File: src/rtl/irtx_pkg.sv
package irtx_pkg;

    localparam int BYTE_W = 8;
    localparam int LEN_W  = 16;

    // one queue entry: payload plus the end-of-frame tag
    typedef struct packed {
        logic              tag;
        logic [BYTE_W-1:0] data;
    } txent_t;

    typedef enum logic [1:0] {
        S_IDLE = 2'd0,
        S_SEND = 2'd1,
        S_LOCK = 2'd2
    } seq_st_t;

    // decide whether the byte being taken closes the frame
    function automatic logic is_final(input logic tag_mode,
                                      input logic tag,
                                      input logic [LEN_W-1:0] next_cnt,
                                      input logic [LEN_W-1:0] frame_len);
        return tag_mode ? tag : (next_cnt == frame_len);
    endfunction

endpackage

File: src/rtl/irtx_tag_fifo.sv
module irtx_tag_fifo
    import irtx_pkg::*;
#(
    parameter int DEPTH = 64
) (
    input  logic   clk,
    input  logic   rst,
    input  logic   clr,
    input  logic   push,
    input  txent_t wdata,
    input  logic   pop,
    output txent_t rdata,
    output logic   empty,
    output logic   full
);
    // DEPTH must be a power of two so the pointers wrap on their own
    localparam int AW = $clog2(DEPTH);
    localparam int CW = $clog2(DEPTH + 1);

    txent_t         mem [DEPTH];
    logic [AW-1:0]  wp, rp;
    logic [CW-1:0]  cnt;
    logic           push_ok, pop_ok;

    assign full    = (cnt == CW'(DEPTH));
    assign empty   = (cnt == '0);
    assign push_ok = push && !full && !clr;
    assign pop_ok  = pop && !empty && !clr;
    assign rdata   = mem[rp];

    always_ff @(posedge clk) begin
        if (push_ok) begin
            mem[wp] <= wdata;
        end
    end

    always_ff @(posedge clk) begin
        if (rst || clr) begin
            wp  <= '0;
            rp  <= '0;
            cnt <= '0;
        end else begin
            if (push_ok) wp <= wp + 1'b1;
            if (pop_ok)  rp <= rp + 1'b1;
            case ({push_ok, pop_ok})
                2'b10:   cnt <= cnt + 1'b1;
                2'b01:   cnt <= cnt - 1'b1;
                default: cnt <= cnt;
            endcase
        end
    end

    // occupancy never exceeds the depth
    a_r10_no_overflow: assert property (@(posedge clk) disable iff (rst)
        cnt <= CW'(DEPTH));

    // a write into a full queue without a read leaves it full
    a_r10_full_holds: assert property (@(posedge clk) disable iff (rst)
        (full && push && !pop && !clr) |=> full);

endmodule

File: src/rtl/irtx_host_ctl.sv
module irtx_host_ctl (
    input  logic clk,
    input  logic rst,
    input  logic cfg_deferred,
    input  logic go_set,
    input  logic eot_set,
    input  logic wr_en,
    input  logic fifo_full,
    input  logic fifo_clr,
    input  logic fifo_empty,
    input  logic start_fire,
    output logic start_ok,
    output logic tag_bit
);
    logic go_q;
    logic eot_q;
    logic accepted;

    assign accepted = wr_en && !fifo_full && !fifo_clr;
    assign tag_bit  = eot_q;
    assign start_ok = !fifo_empty && (!cfg_deferred || go_q);

    always_ff @(posedge clk) begin
        if (rst) begin
            go_q  <= 1'b0;
            eot_q <= 1'b0;
        end else begin
            go_q  <= go_set  | (go_q  & ~start_fire);
            eot_q <= eot_set | (eot_q & ~accepted);
        end
    end

    // the marker is consumed by one accepted write
    a_r5_eot_clears: assert property (@(posedge clk) disable iff (rst)
        (eot_q && accepted && !eot_set) |=> !eot_q);

    // a frame start consumes the deferred go request
    a_r6_go_clears: assert property (@(posedge clk) disable iff (rst)
        (start_fire && !go_set) |=> !go_q);

endmodule

File: src/rtl/irtx_frame_seq.sv
module irtx_frame_seq
    import irtx_pkg::*;
(
    input  logic              clk,
    input  logic              rst,
    input  logic              cfg_tag_mode,
    input  logic              cfg_urun_off,
    input  logic [LEN_W-1:0]  len_cfg,
    input  logic              ser_ready,
    input  logic              fifo_empty,
    input  txent_t            fifo_head,
    input  logic              fifo_clr,
    input  logic              resume_rd,
    input  logic              start_ok,
    output logic              pop,
    output logic              start_fire,
    output logic              out_valid,
    output logic [BYTE_W-1:0] out_data,
    output logic              out_last,
    output logic              out_abort,
    output logic              out_stretch,
    output logic              frame_done
);
    seq_st_t          st;
    logic [LEN_W-1:0] cnt;
    logic [LEN_W-1:0] flen;
    logic [LEN_W-1:0] next_cnt;
    logic             clr_seen;
    logic             fin;

    assign pop        = (st == S_SEND) && ser_ready && !fifo_empty;
    assign start_fire = (st == S_IDLE) && start_ok;
    assign next_cnt   = cnt + 1'b1;
    assign fin        = is_final(cfg_tag_mode, fifo_head.tag, next_cnt, flen);

    always_ff @(posedge clk) begin
        if (rst) begin
            st          <= S_IDLE;
            cnt         <= '0;
            flen        <= '0;
            clr_seen    <= 1'b0;
            out_valid   <= 1'b0;
            out_data    <= '0;
            out_last    <= 1'b0;
            out_abort   <= 1'b0;
            out_stretch <= 1'b0;
            frame_done  <= 1'b0;
        end else begin
            out_valid   <= 1'b0;
            out_last    <= 1'b0;
            out_abort   <= 1'b0;
            out_stretch <= 1'b0;
            frame_done  <= out_last | out_abort;
            case (st)
                S_IDLE: begin
                    if (start_fire) begin
                        st   <= S_SEND;
                        cnt  <= '0;
                        flen <= len_cfg;
                    end
                end
                S_SEND: begin
                    if (ser_ready) begin
                        if (!fifo_empty) begin
                            out_valid <= 1'b1;
                            out_data  <= fifo_head.data;
                            cnt       <= next_cnt;
                            if (fin) begin
                                out_last <= 1'b1;
                                st       <= S_IDLE;
                            end
                        end else if (cfg_urun_off) begin
                            out_stretch <= 1'b1;
                        end else begin
                            out_abort <= 1'b1;
                            clr_seen  <= 1'b0;
                            st        <= S_LOCK;
                        end
                    end
                end
                S_LOCK: begin
                    if (fifo_clr) begin
                        clr_seen <= 1'b1;
                    end else if (resume_rd && clr_seen) begin
                        clr_seen <= 1'b0;
                        st       <= S_IDLE;
                    end
                end
                default: st <= S_IDLE;
            endcase
        end
    end

    // one kind of slot event per cycle
    a_r12_outputs_exclusive: assert property (@(posedge clk) disable iff (rst)
        $onehot0({out_valid, out_abort, out_stretch}));

    // the frame end marker rides on a data byte
    a_r3_last_is_data: assert property (@(posedge clk) disable iff (rst)
        out_last |-> out_valid);

    // a locked transmitter emits neither data nor stretch slots
    a_r8_locked_silent: assert property (@(posedge clk) disable iff (rst)
        (st == S_LOCK) |-> (!out_valid && !out_stretch));

    // every close is followed by the done pulse
    a_r11_done_follows: assert property (@(posedge clk) disable iff (rst)
        (out_last || out_abort) |=> frame_done);

endmodule

File: src/rtl/irtx_frame_closer.sv
module irtx_frame_closer
    import irtx_pkg::*;
#(
    parameter int DEPTH = 64
) (
    input  logic              clk,
    input  logic              rst,
    input  logic              cfg_tag_mode,
    input  logic              cfg_deferred,
    input  logic              cfg_urun_off,
    input  logic              len_lo_we,
    input  logic              len_hi_we,
    input  logic [BYTE_W-1:0] len_byte,
    input  logic              eot_set,
    input  logic              go_set,
    input  logic              fifo_clr,
    input  logic              resume_rd,
    input  logic              wr_en,
    input  logic [BYTE_W-1:0] wr_data,
    input  logic              ser_ready,
    output logic              out_valid,
    output logic [BYTE_W-1:0] out_data,
    output logic              out_last,
    output logic              out_abort,
    output logic              out_stretch,
    output logic              frame_done
);
    localparam int HALF = LEN_W / 2;

    logic [LEN_W-1:0] len_reg;
    logic             f_empty, f_full, f_pop;
    logic             start_ok, start_fire, tag_bit;
    txent_t           f_head, f_in;

    always_ff @(posedge clk) begin
        if (rst) begin
            len_reg <= '0;
        end else begin
            if (len_lo_we) len_reg[HALF-1:0]     <= len_byte;
            if (len_hi_we) len_reg[LEN_W-1:HALF] <= len_byte;
        end
    end

    assign f_in = '{tag: tag_bit, data: wr_data};

    irtx_tag_fifo #(.DEPTH(DEPTH)) u_fifo (
        .clk   (clk),
        .rst   (rst),
        .clr   (fifo_clr),
        .push  (wr_en),
        .wdata (f_in),
        .pop   (f_pop),
        .rdata (f_head),
        .empty (f_empty),
        .full  (f_full)
    );

    irtx_host_ctl u_ctl (
        .clk          (clk),
        .rst          (rst),
        .cfg_deferred (cfg_deferred),
        .go_set       (go_set),
        .eot_set      (eot_set),
        .wr_en        (wr_en),
        .fifo_full    (f_full),
        .fifo_clr     (fifo_clr),
        .fifo_empty   (f_empty),
        .start_fire   (start_fire),
        .start_ok     (start_ok),
        .tag_bit      (tag_bit)
    );

    irtx_frame_seq u_seq (
        .clk          (clk),
        .rst          (rst),
        .cfg_tag_mode (cfg_tag_mode),
        .cfg_urun_off (cfg_urun_off),
        .len_cfg      (len_reg),
        .ser_ready    (ser_ready),
        .fifo_empty   (f_empty),
        .fifo_head    (f_head),
        .fifo_clr     (fifo_clr),
        .resume_rd    (resume_rd),
        .start_ok     (start_ok),
        .pop          (f_pop),
        .start_fire   (start_fire),
        .out_valid    (out_valid),
        .out_data     (out_data),
        .out_last     (out_last),
        .out_abort    (out_abort),
        .out_stretch  (out_stretch),
        .frame_done   (frame_done)
    );

endmodule

File: config.mk
export PLATFORM = sky130hd
export DESIGN_NAME = irtx_frame_closer
export DESIGN_NICKNAME = d
export VERILOG_FILES = /design/src/rtl/irtx_pkg.sv /design/src/rtl/irtx_tag_fifo.sv /design/src/rtl/irtx_host_ctl.sv /design/src/rtl/irtx_frame_seq.sv /design/src/rtl/irtx_frame_closer.sv
export SDC_FILE = /design/constraint.sdc
export NUM_CORES = 1
export LEC_CHECK = 0
export BUFFER_PORTS_ARGS = -buffer_cell sky130_fd_sc_hd__buf_4
export CAP_MARGIN = 15
export CORE_MARGIN = 2
export CORE_UTILIZATION = 60
export CTS_BUF_LIST = sky130_fd_sc_hd__clkbuf_2 sky130_fd_sc_hd__clkbuf_4 sky130_fd_sc_hd__clkbuf_8
export DETAILED_ROUTE_END_ITERATION = 16
export GPL_ROUTABILITY_DRIVEN = 1
export PLACE_DENSITY_LB_ADDON = 0.1
export SLEW_MARGIN = 5
export SYNTH_ARGS = -nofsm -noshare
export SYNTH_HDL_FRONTEND = slang
export SYNTH_SLANG_ARGS = --single-unit
File: constraint.sdc
create_clock -name clk -period 5.7 [get_ports clk]
set_input_delay 0.57 -clock clk [delete_from_list [all_inputs] [get_ports clk]]
set_output_delay 0.57 -clock clk [all_outputs]
set_load 0.005 [all_outputs]
==> reports/metrics.csv, run 1 <==
metric,value,unit
mapped cell area,26300,sq um
Inst Count DP,1968,
transition time at the pin with the least slew margin,1.09,ns
maximum VDD drop,0.191,mV
Final min period,4.17,ns
DR vias,13200,
Initial DRC Count,1124,
CP top delay family,simple AND/OR/NAND/NOR gates,
Die H,213,um
Post-CTS Setup Inserts,0,
worst relative slew slack,27.0,%
FP Rows,76,
ys async rst share,0,%
Total GRT Usage,24.8,%
YS warnings,0,
Synth cell types,59,
Leakage,0.00921,uW
via density per instance,6.11,
hold depth,2,
slowest cell on the critical path,or4_1,
grt total ovfl,0,
"setup slack, reg-to-reg",1.53,ns
Final Non-Filler Cells,2161,
worst reg-to-reg path cell count,14,
largest net degree at the start of global routing,69,
CP Data Required Time,6.31,ns
Setup TNS Final,0,ns
share of cells above drive strength 1,27.4,%
Worst path most repeated cell,a21oi_1,
outcome,"finished, final reports clean",
Max Cap Viol,0,
clk_skew,0.0195,ns
WHS,0.0895,ns
vias in the first global route,13300,
CP Capture Type,flop,
DRC violations left,0,
# setup viols final,0,
Final Hold Viols,0,
CTS resizes,0,
Critical Path AT,4.78,ns
critical path type,reg2reg,
post-route clock period utilization,73.2,%
CP max stage delay,0.57,ns
root buf cell,clkbuf_8,
"most common cell after layout, fill and taps aside",edfxtp_1,
area delta synth->final,11.3,%
DRT Wirelength,54900,um
Die X,213,um
ANT nets after route,0,
"EDFF count, synth",576,
post-synthesis cell count,1405,
most frequent cells in the layout,"edfxtp_1 (576), mux4_2 (174), nor2_1 (155), clkbuf_8 (114), dfxtp_1 (87)",
worst path bufs/invs,1,
Max Slew Vio Count,0,
# hold bufs at CTS,0,
Starting Density,61.0,%
Max Fclk,0.240,GHz
Hold Path Class,in2reg,
Post-Synthesis Mean Instance Area,18.7,sq um
fillers,2879,
RSZ-0062 raised after global routing,false,
"Clk pin slew, worst setup/hold paths",0.06,ns
clock sinks,667,
die area,45600,sq um
CTS max path bufs,3,
Register Area,19100,sq um
R2R Path End,u_fifo.cnt[6]$_SDFFE_PP0P_,
Top reg by flops,u_fifo.mem,
Main synth FF type,edfxtp_1,
nets@finish,1529,
I/O Buffers,41,
"Seq/Total Area, Yosys",72.6,%
CTS H-tree depth,3,
Power Dens Cells,325,nW/um^2
syn_nets,1444,
ant diodes,0,
TritonCTS clock tree,done,
register bit total from synthesis,667,
Core Area,43200,sq um
initial antenna violation count,1,
TritonCTS Buffers,104,
GP Congestion,0.851,
Post-DP HPWL,32900,um
Detailed Routing Iterations Pass 1,5,
CP Launch Type,flop,
global-route wire length before repair,81600,um
hold path endpoint,u_seq.out_abort$_SDFF_PP0_,
max FFs per register,576,
WL/cell,25.4,um
IO Count,42,
Crit Path Max Fanout,37,
critical-path cell list,or4_1 > or4_4 > nand3_1 > buf_4 > nor2_1 > ha_1 > ha_1 > nor2b_1 > o21ai_0 > a21oi_1 > o21ai_0 > a21oi_1 > or4_1 > a21oi_1,
Critical Path Stages,14,
Critical R2R Launch,u_fifo.cnt[0]$_SDFFE_PP0P_,
Clock Latency Late Sink,0.69,ns
Multi-input gate area,6810,sq um
Hold Path Origin,cfg_urun_off,
-- where the power goes --
| part | total, uW | leakage (uW) | internal (uW) | switching (uW) |
|---|---|---|---|---|
| sequential | 5330 | 0.00592 | 5320 | 15.1 |
| combinational | 196 | 0.00216 | 56.3 | 139 |
| clock | 4000 | 0.00113 | 2200 | 1800 |
-- worst max-delay path by stage --
stage	from	endpoint	slack, ns
after floorplan	u_fifo.cnt[0]$_SDFFE_PP0P_	u_fifo.cnt[6]$_SDFFE_PP0P_	2.19
final	u_fifo.cnt[0]$_SDFFE_PP0P_	u_fifo.cnt[6]$_SDFFE_PP0P_	1.53
after global routing	u_fifo.cnt[0]$_SDFFE_PP0P_	u_fifo.cnt[6]$_SDFFE_PP0P_	1.31
after detailed placement	u_fifo.cnt[0]$_SDFFE_PP0P_	u_fifo.cnt[6]$_SDFFE_PP0P_	1.57
after global placement	u_fifo.cnt[0]$_SDFFE_PP0P_	u_fifo.cnt[6]$_SDFFE_PP0P_	1.63
after CTS	u_fifo.cnt[0]$_SDFFE_PP0P_	u_fifo.cnt[6]$_SDFFE_PP0P_	1.56
-- worst register-to-register path: cells and delay by family, from the launching register on --
family | cells | cell delay (ns)
and+or+nand+nor | 6 | 1.97
AOI/OAI and AO/OA | 5 | 0.78
adders and majority gates | 2 | 0.66
DFF | 1 | 0.35
buffers and inverters | 1 | 0.35
-- cells in the mapped netlist, types with 2 or more instances --
cell | instances | share of area (%)
nand4_1 | 7 | 0.17
nand3_1 | 12 | 0.23
nor2b_1 | 10 | 0.24
o2111ai_1 | 2 | 0.067
a2111oi_0 | 2 | 0.067
nand2b_1 | 2 | 0.048
buf_2 | 24 | 0.46
or3_1 | 10 | 0.24
and2_1 | 6 | 0.14
inv_1 | 12 | 0.17
nor2_1 | 155 | 2.2
a21o_1 | 4 | 0.11
nor3_1 | 7 | 0.13
a211oi_1 | 2 | 0.057
a21oi_1 | 47 | 0.89
edfxtp_1 | 576 | 66
xnor2_1 | 15 | 0.50
clkbuf_1 | 38 | 0.54
or2_2 | 2 | 0.048
mux2i_1 | 41 | 1.6
nor2_2 | 2 | 0.048
o21ai_2 | 6 | 0.20
buf_1 | 9 | 0.13
nor3_2 | 3 | 0.11
o211ai_1 | 2 | 0.057
ha_1 | 9 | 0.43
nor4_1 | 2 | 0.048
xor2_1 | 18 | 0.60
nand3b_1 | 9 | 0.26
a21oi_2 | 6 | 0.20
and3_1 | 5 | 0.12
o21ai_0 | 12 | 0.23
buf_6 | 3 | 0.13
o31ai_1 | 3 | 0.086
nand2_1 | 34 | 0.48
dfxtp_1 | 91 | 6.9
nor3b_1 | 2 | 0.057
a22oi_1 | 17 | 0.48
or4_1 | 5 | 0.14
mux4_2 | 174 | 15
-- stage by stage --
step                      setup slack, ns  power (uW)  area, sq um  util (%)
after global placement               1.63        5620        27200      62.9
after global routing                 1.31        9830        29300      67.8
final                                1.53        9530        29300      67.8
after detailed placement             1.57        5630        27200      62.9
after CTS                            1.56        9600        29300      67.8
after floorplan                      2.19        5520        26300         -
-- logic make-up (layout without fill, tap and decap cells) --
group | after synthesis | after routing | share of synthesized area, %
buf+inv | 87 | 258 | 1.50
compound gates | 114 | 114 | 2.87
mux | 216 | 216 | 16.5
flops | 667 | 667 | 72.6
fa+ha+maj | 10 | 10 | 0.504
xor+xnor | 33 | 33 | 1.10
simple gates | 278 | 278 | 4.91
-- routing by layer --
metal  share of wire [%]  track usage (%)  vias to the layer above  routed length (um)
li1                    -                -                     5811                   -
met1                  43             35.5                     6858               23700
met2                  49             39.5                      445               26700
met3                 6.2             5.58                       83                3410
met4                 1.8             6.37                        2                 988
met5               0.024                0                        -                  13
-- final cells by class --
class / instances / area share (%)
clock buffers: 155 / 6.41
clock inverters: 37 / 0.816
inverters: 12 / 0.154
multi-input cells: 651 / 23.3
flip-flops and latches: 667 / 65.3
well taps: 585 / 2.50
repair buffers: 54 / 1.55
Note: power is estimated with default switching activity, not from simulation.
==> inputs of run 2 (changes only) <==
CORE_UTILIZATION = 59   (was 60)
clock period = 3.6 ns   (was 5.7 ns; I/O delays follow)
==> run 2 against run 1 <==
  * Count of clock-buffer cells in the layout shrank 4
  * Routed wire length shrank 1.3%
  * Die area grew 1.7%
  * Utilization shrank 0.72 points
  * Worst hold slack lost 0.038 ns
  * Via count grew 0.58%
  * Sequential share of layout area shrank 0.72 points
  * Maximum frequency grew 23%
  * Sequential power grew 59%
  * Sequential cell count is the same
  * Combinational power grew 55%
  * Critical endpoint unchanged
==> reports/metrics.csv, run 2 (synthesis results as in run 1) <==
metric,value,unit,change
Post-Place Cell Area,27400,sq um,was 27200 sq um
CP top delay family,simple AND/OR/NAND/NOR gates,,unchanged
share of cells above drive strength 1,28.1,%,was 27.4%
outcome,"finished, final reports clean",,unchanged
GP Congestion,0.860,,was 0.851
Hold Path Class,in2reg,,unchanged
critical-path cell list,or4_1 > or4_4 > nand3_1 > nor2_1 > ha_2 > ha_1 > nor2b_2 > o21ai_1 > a21oi_1 > o21ai_1 > a21oi_1 > or4_1 > a21oi_1,,was or4_1 > or4_4 > nand3_1 > buf_4 > nor2_1 > ha_1 > ha_1 > nor2b_1 > o21ai_0 > a21oi_1 > o21ai_0 > a21oi_1 > or4_1 > a21oi_1
most frequent cells in the layout,"edfxtp_1 (576), mux4_2 (174), nor2_1 (155), clkbuf_8 (115), dfxtp_1 (87)",,"was edfxtp_1 (576), mux4_2 (174), nor2_1 (155), clkbuf_8 (114), dfxtp_1 (87)"
die area,46300,sq um,was 45600 sq um
Final Non-Filler Cells,2202,,was 2161
Starting Density,59.7,%,was 61.0%
combinational power share,2.0,%,was 2.1%
Post-DP HPWL,33400,um,was 32900 um
Max Slew Vio Count,0,,unchanged
FP Rows,77,,was 76
Total GRT Usage,24.0,%,was 24.8%
post-layout util,67.1,%,was 67.8%
Crit Path Max Fanout,6,,was 37
IO Count,42,,unchanged
TritonCTS Buffers,105,,was 104
Worst path most repeated cell,a21oi_1,,unchanged
TritonCTS clock tree,done,,unchanged
sw power,2980,uW,was 1950 uW
Final min period,3.39,ns,was 4.17 ns
grt total ovfl,0,,unchanged
CP Launch Type,flop,,unchanged
Critical Path AT,3.99,ns,was 4.78 ns
Detailed Routing Iterations Pass 1,7,,was 5
worst relative slew slack,25.0,%,was 27.0%
CTS H-tree depth,3,,unchanged
DRT Wirelength,54200,um,was 54900 um
largest net degree at the start of global routing,69,,unchanged
"most common cell after layout, fill and taps aside",edfxtp_1,,unchanged
Sw Share,20.0,%,was 20.5%
Post-CTS Setup Inserts,0,,unchanged
# setup viols final,0,,unchanged
Final Hold Viols,0,,unchanged
RSZ-0062 raised after global routing,false,,unchanged
Max Cap Viol,0,,unchanged
vias in the first global route,13600,,was 13300
ant diodes,0,,unchanged
initial antenna violation count,0,,was 1
"Clk pin slew, worst setup/hold paths",0.06,ns,about the same
Power Dens Cells,503,nW/um^2,was 325 nW/um^2
clock sinks,667,,unchanged
clk_skew,0.0311,ns,was 0.0195 ns
Top reg by flops,u_fifo.mem,,unchanged
slowest cell on the critical path,or4_1,,unchanged
WL/cell,24.6,um,was 25.4 um
max FFs per register,576,,unchanged
P_int,11900,uW,was 7580 uW
via density per instance,6.03,,was 6.11
Core Area,44100,sq um,was 43200 sq um
Reg power frac,56.7,%,was 56.0%
nets@finish,1579,,was 1529
global-route wire length before repair,82200,um,was 81600 um
worst path bufs/invs,0,,was 1
Die X,215,um,was 213 um
critical path type,reg2reg,,unchanged
area delta synth->final,12.5,%,was 11.3%
Die H,215,um,was 213 um
DRC violations left,0,,unchanged
WHS,0.0512,ns,was 0.0895 ns
transition time at the pin with the least slew margin,1.13,ns,was 1.09 ns
CP max stage delay,0.54,ns,was 0.57 ns
Inst Count DP,2010,,was 1968
Max Fclk,0.295,GHz,was 0.240 GHz
CP Data Required Time,4.20,ns,was 6.31 ns
CP Capture Type,flop,,unchanged
Initial DRC Count,1273,,was 1124
CTS max path bufs,3,,unchanged
I/O Buffers,41,,unchanged
maximum VDD drop,0.371,mV,was 0.191 mV
Setup TNS Final,0,ns,unchanged
Leakage,0.00941,uW,was 0.00921 uW
Clock Latency Late Sink,0.68,ns,was 0.69 ns
DR vias,13300,,was 13200
post-route cell area,29600,sq um,was 29300 sq um
clock share of power,41.3,%,was 42.0%
post-route clock period utilization,94.2,%,was 73.2%
root buf cell,clkbuf_8,,unchanged
ANT nets after route,0,,unchanged
-- run 2: changes by cell type in the layout (fill, tap and decap cells not counted), sizes merged --
cell,previous run,this run
inv,17,13
clkinv,28,23
buf,54,88
dlygate4sd3,0,15
clkinvlp,2,0
clkbuf,155,151
-- run 2: through the flow --
| step | total power (uW) | setup slack, ns |
|---|---|---|
| after floorplan | 8750 | 0.0862 |
| after global placement | 8890 | 0.0904 |
| after detailed placement | 8910 | 0.0438 |
| after CTS | 15000 | 0.0160 |
| after global routing | 15400 | 0.0124 |
| final | 14900 | 0.207 |
-- run 2: final cells by class --
type / instances / area, sq um
sequential: 667 / 19100
fill: 3025 / 14500
multi-input combinational: 651 / 6810
clock buffer: 151 / 1850
timing repair buffer: 103 / 873
tap: 592 / 741
clock inverter: 26 / 165
inverter: 12 / 45.0
-- run 2: worst register-to-register path, delay by kind of cell (launching register included) --
kind	cells	cell delay [ns]
adders and majority gates	2	0.54
DFF	1	0.31
AOI/OAI and AO/OA	5	0.66
and+or+nand+nor	6	1.81
-- run 2: repair_timing --
action	in CTS	in global routing
hold buffers	15	0
resized for setup	0	4
hold endpoints to repair	21	0
endpoints found under the setup margin	0	1
-- run 2: path summary, 6_finish.rpt --
path	end	slack [ns]	from	depth (start not counted)
worst max register to register	u_fifo.cnt[6]$_SDFFE_PP0P_	0.21	u_fifo.cnt[0]$_SDFFE_PP0P_	13
worst min register to register	u_seq.frame_done$_SDFF_PP0_	0.47	u_seq.out_last$_SDFF_PP0_	2
worst max-delay path	u_fifo.cnt[6]$_SDFFE_PP0P_	0.21	u_fifo.cnt[0]$_SDFFE_PP0P_	13
worst min-delay path	len_reg[8]$_SDFFE_PP0P_	0.05	len_hi_we	3
-- run 2: metal layers --
| layer | GRT usage (%) | share of wire (%) | wire length, um |
|---|---|---|---|
| met1 | 34.1 | 42 | 22800 |
| met2 | 37.6 | 48 | 26100 |
| met3 | 5.19 | 6.9 | 3760 |
| met4 | 8.14 | 2.8 | 1510 |
| met5 | 0 | 0 | 0 |
-- run 2: power groups by stage --
stage	combinational (uW)	sequential, uW	clock [uW]
floorplan	143	8600	0
global placement	284	8610	0
detailed placement	295	8610	0
CTS	308	8450	6290
global route	333	8450	6620
finish	303	8450	6150
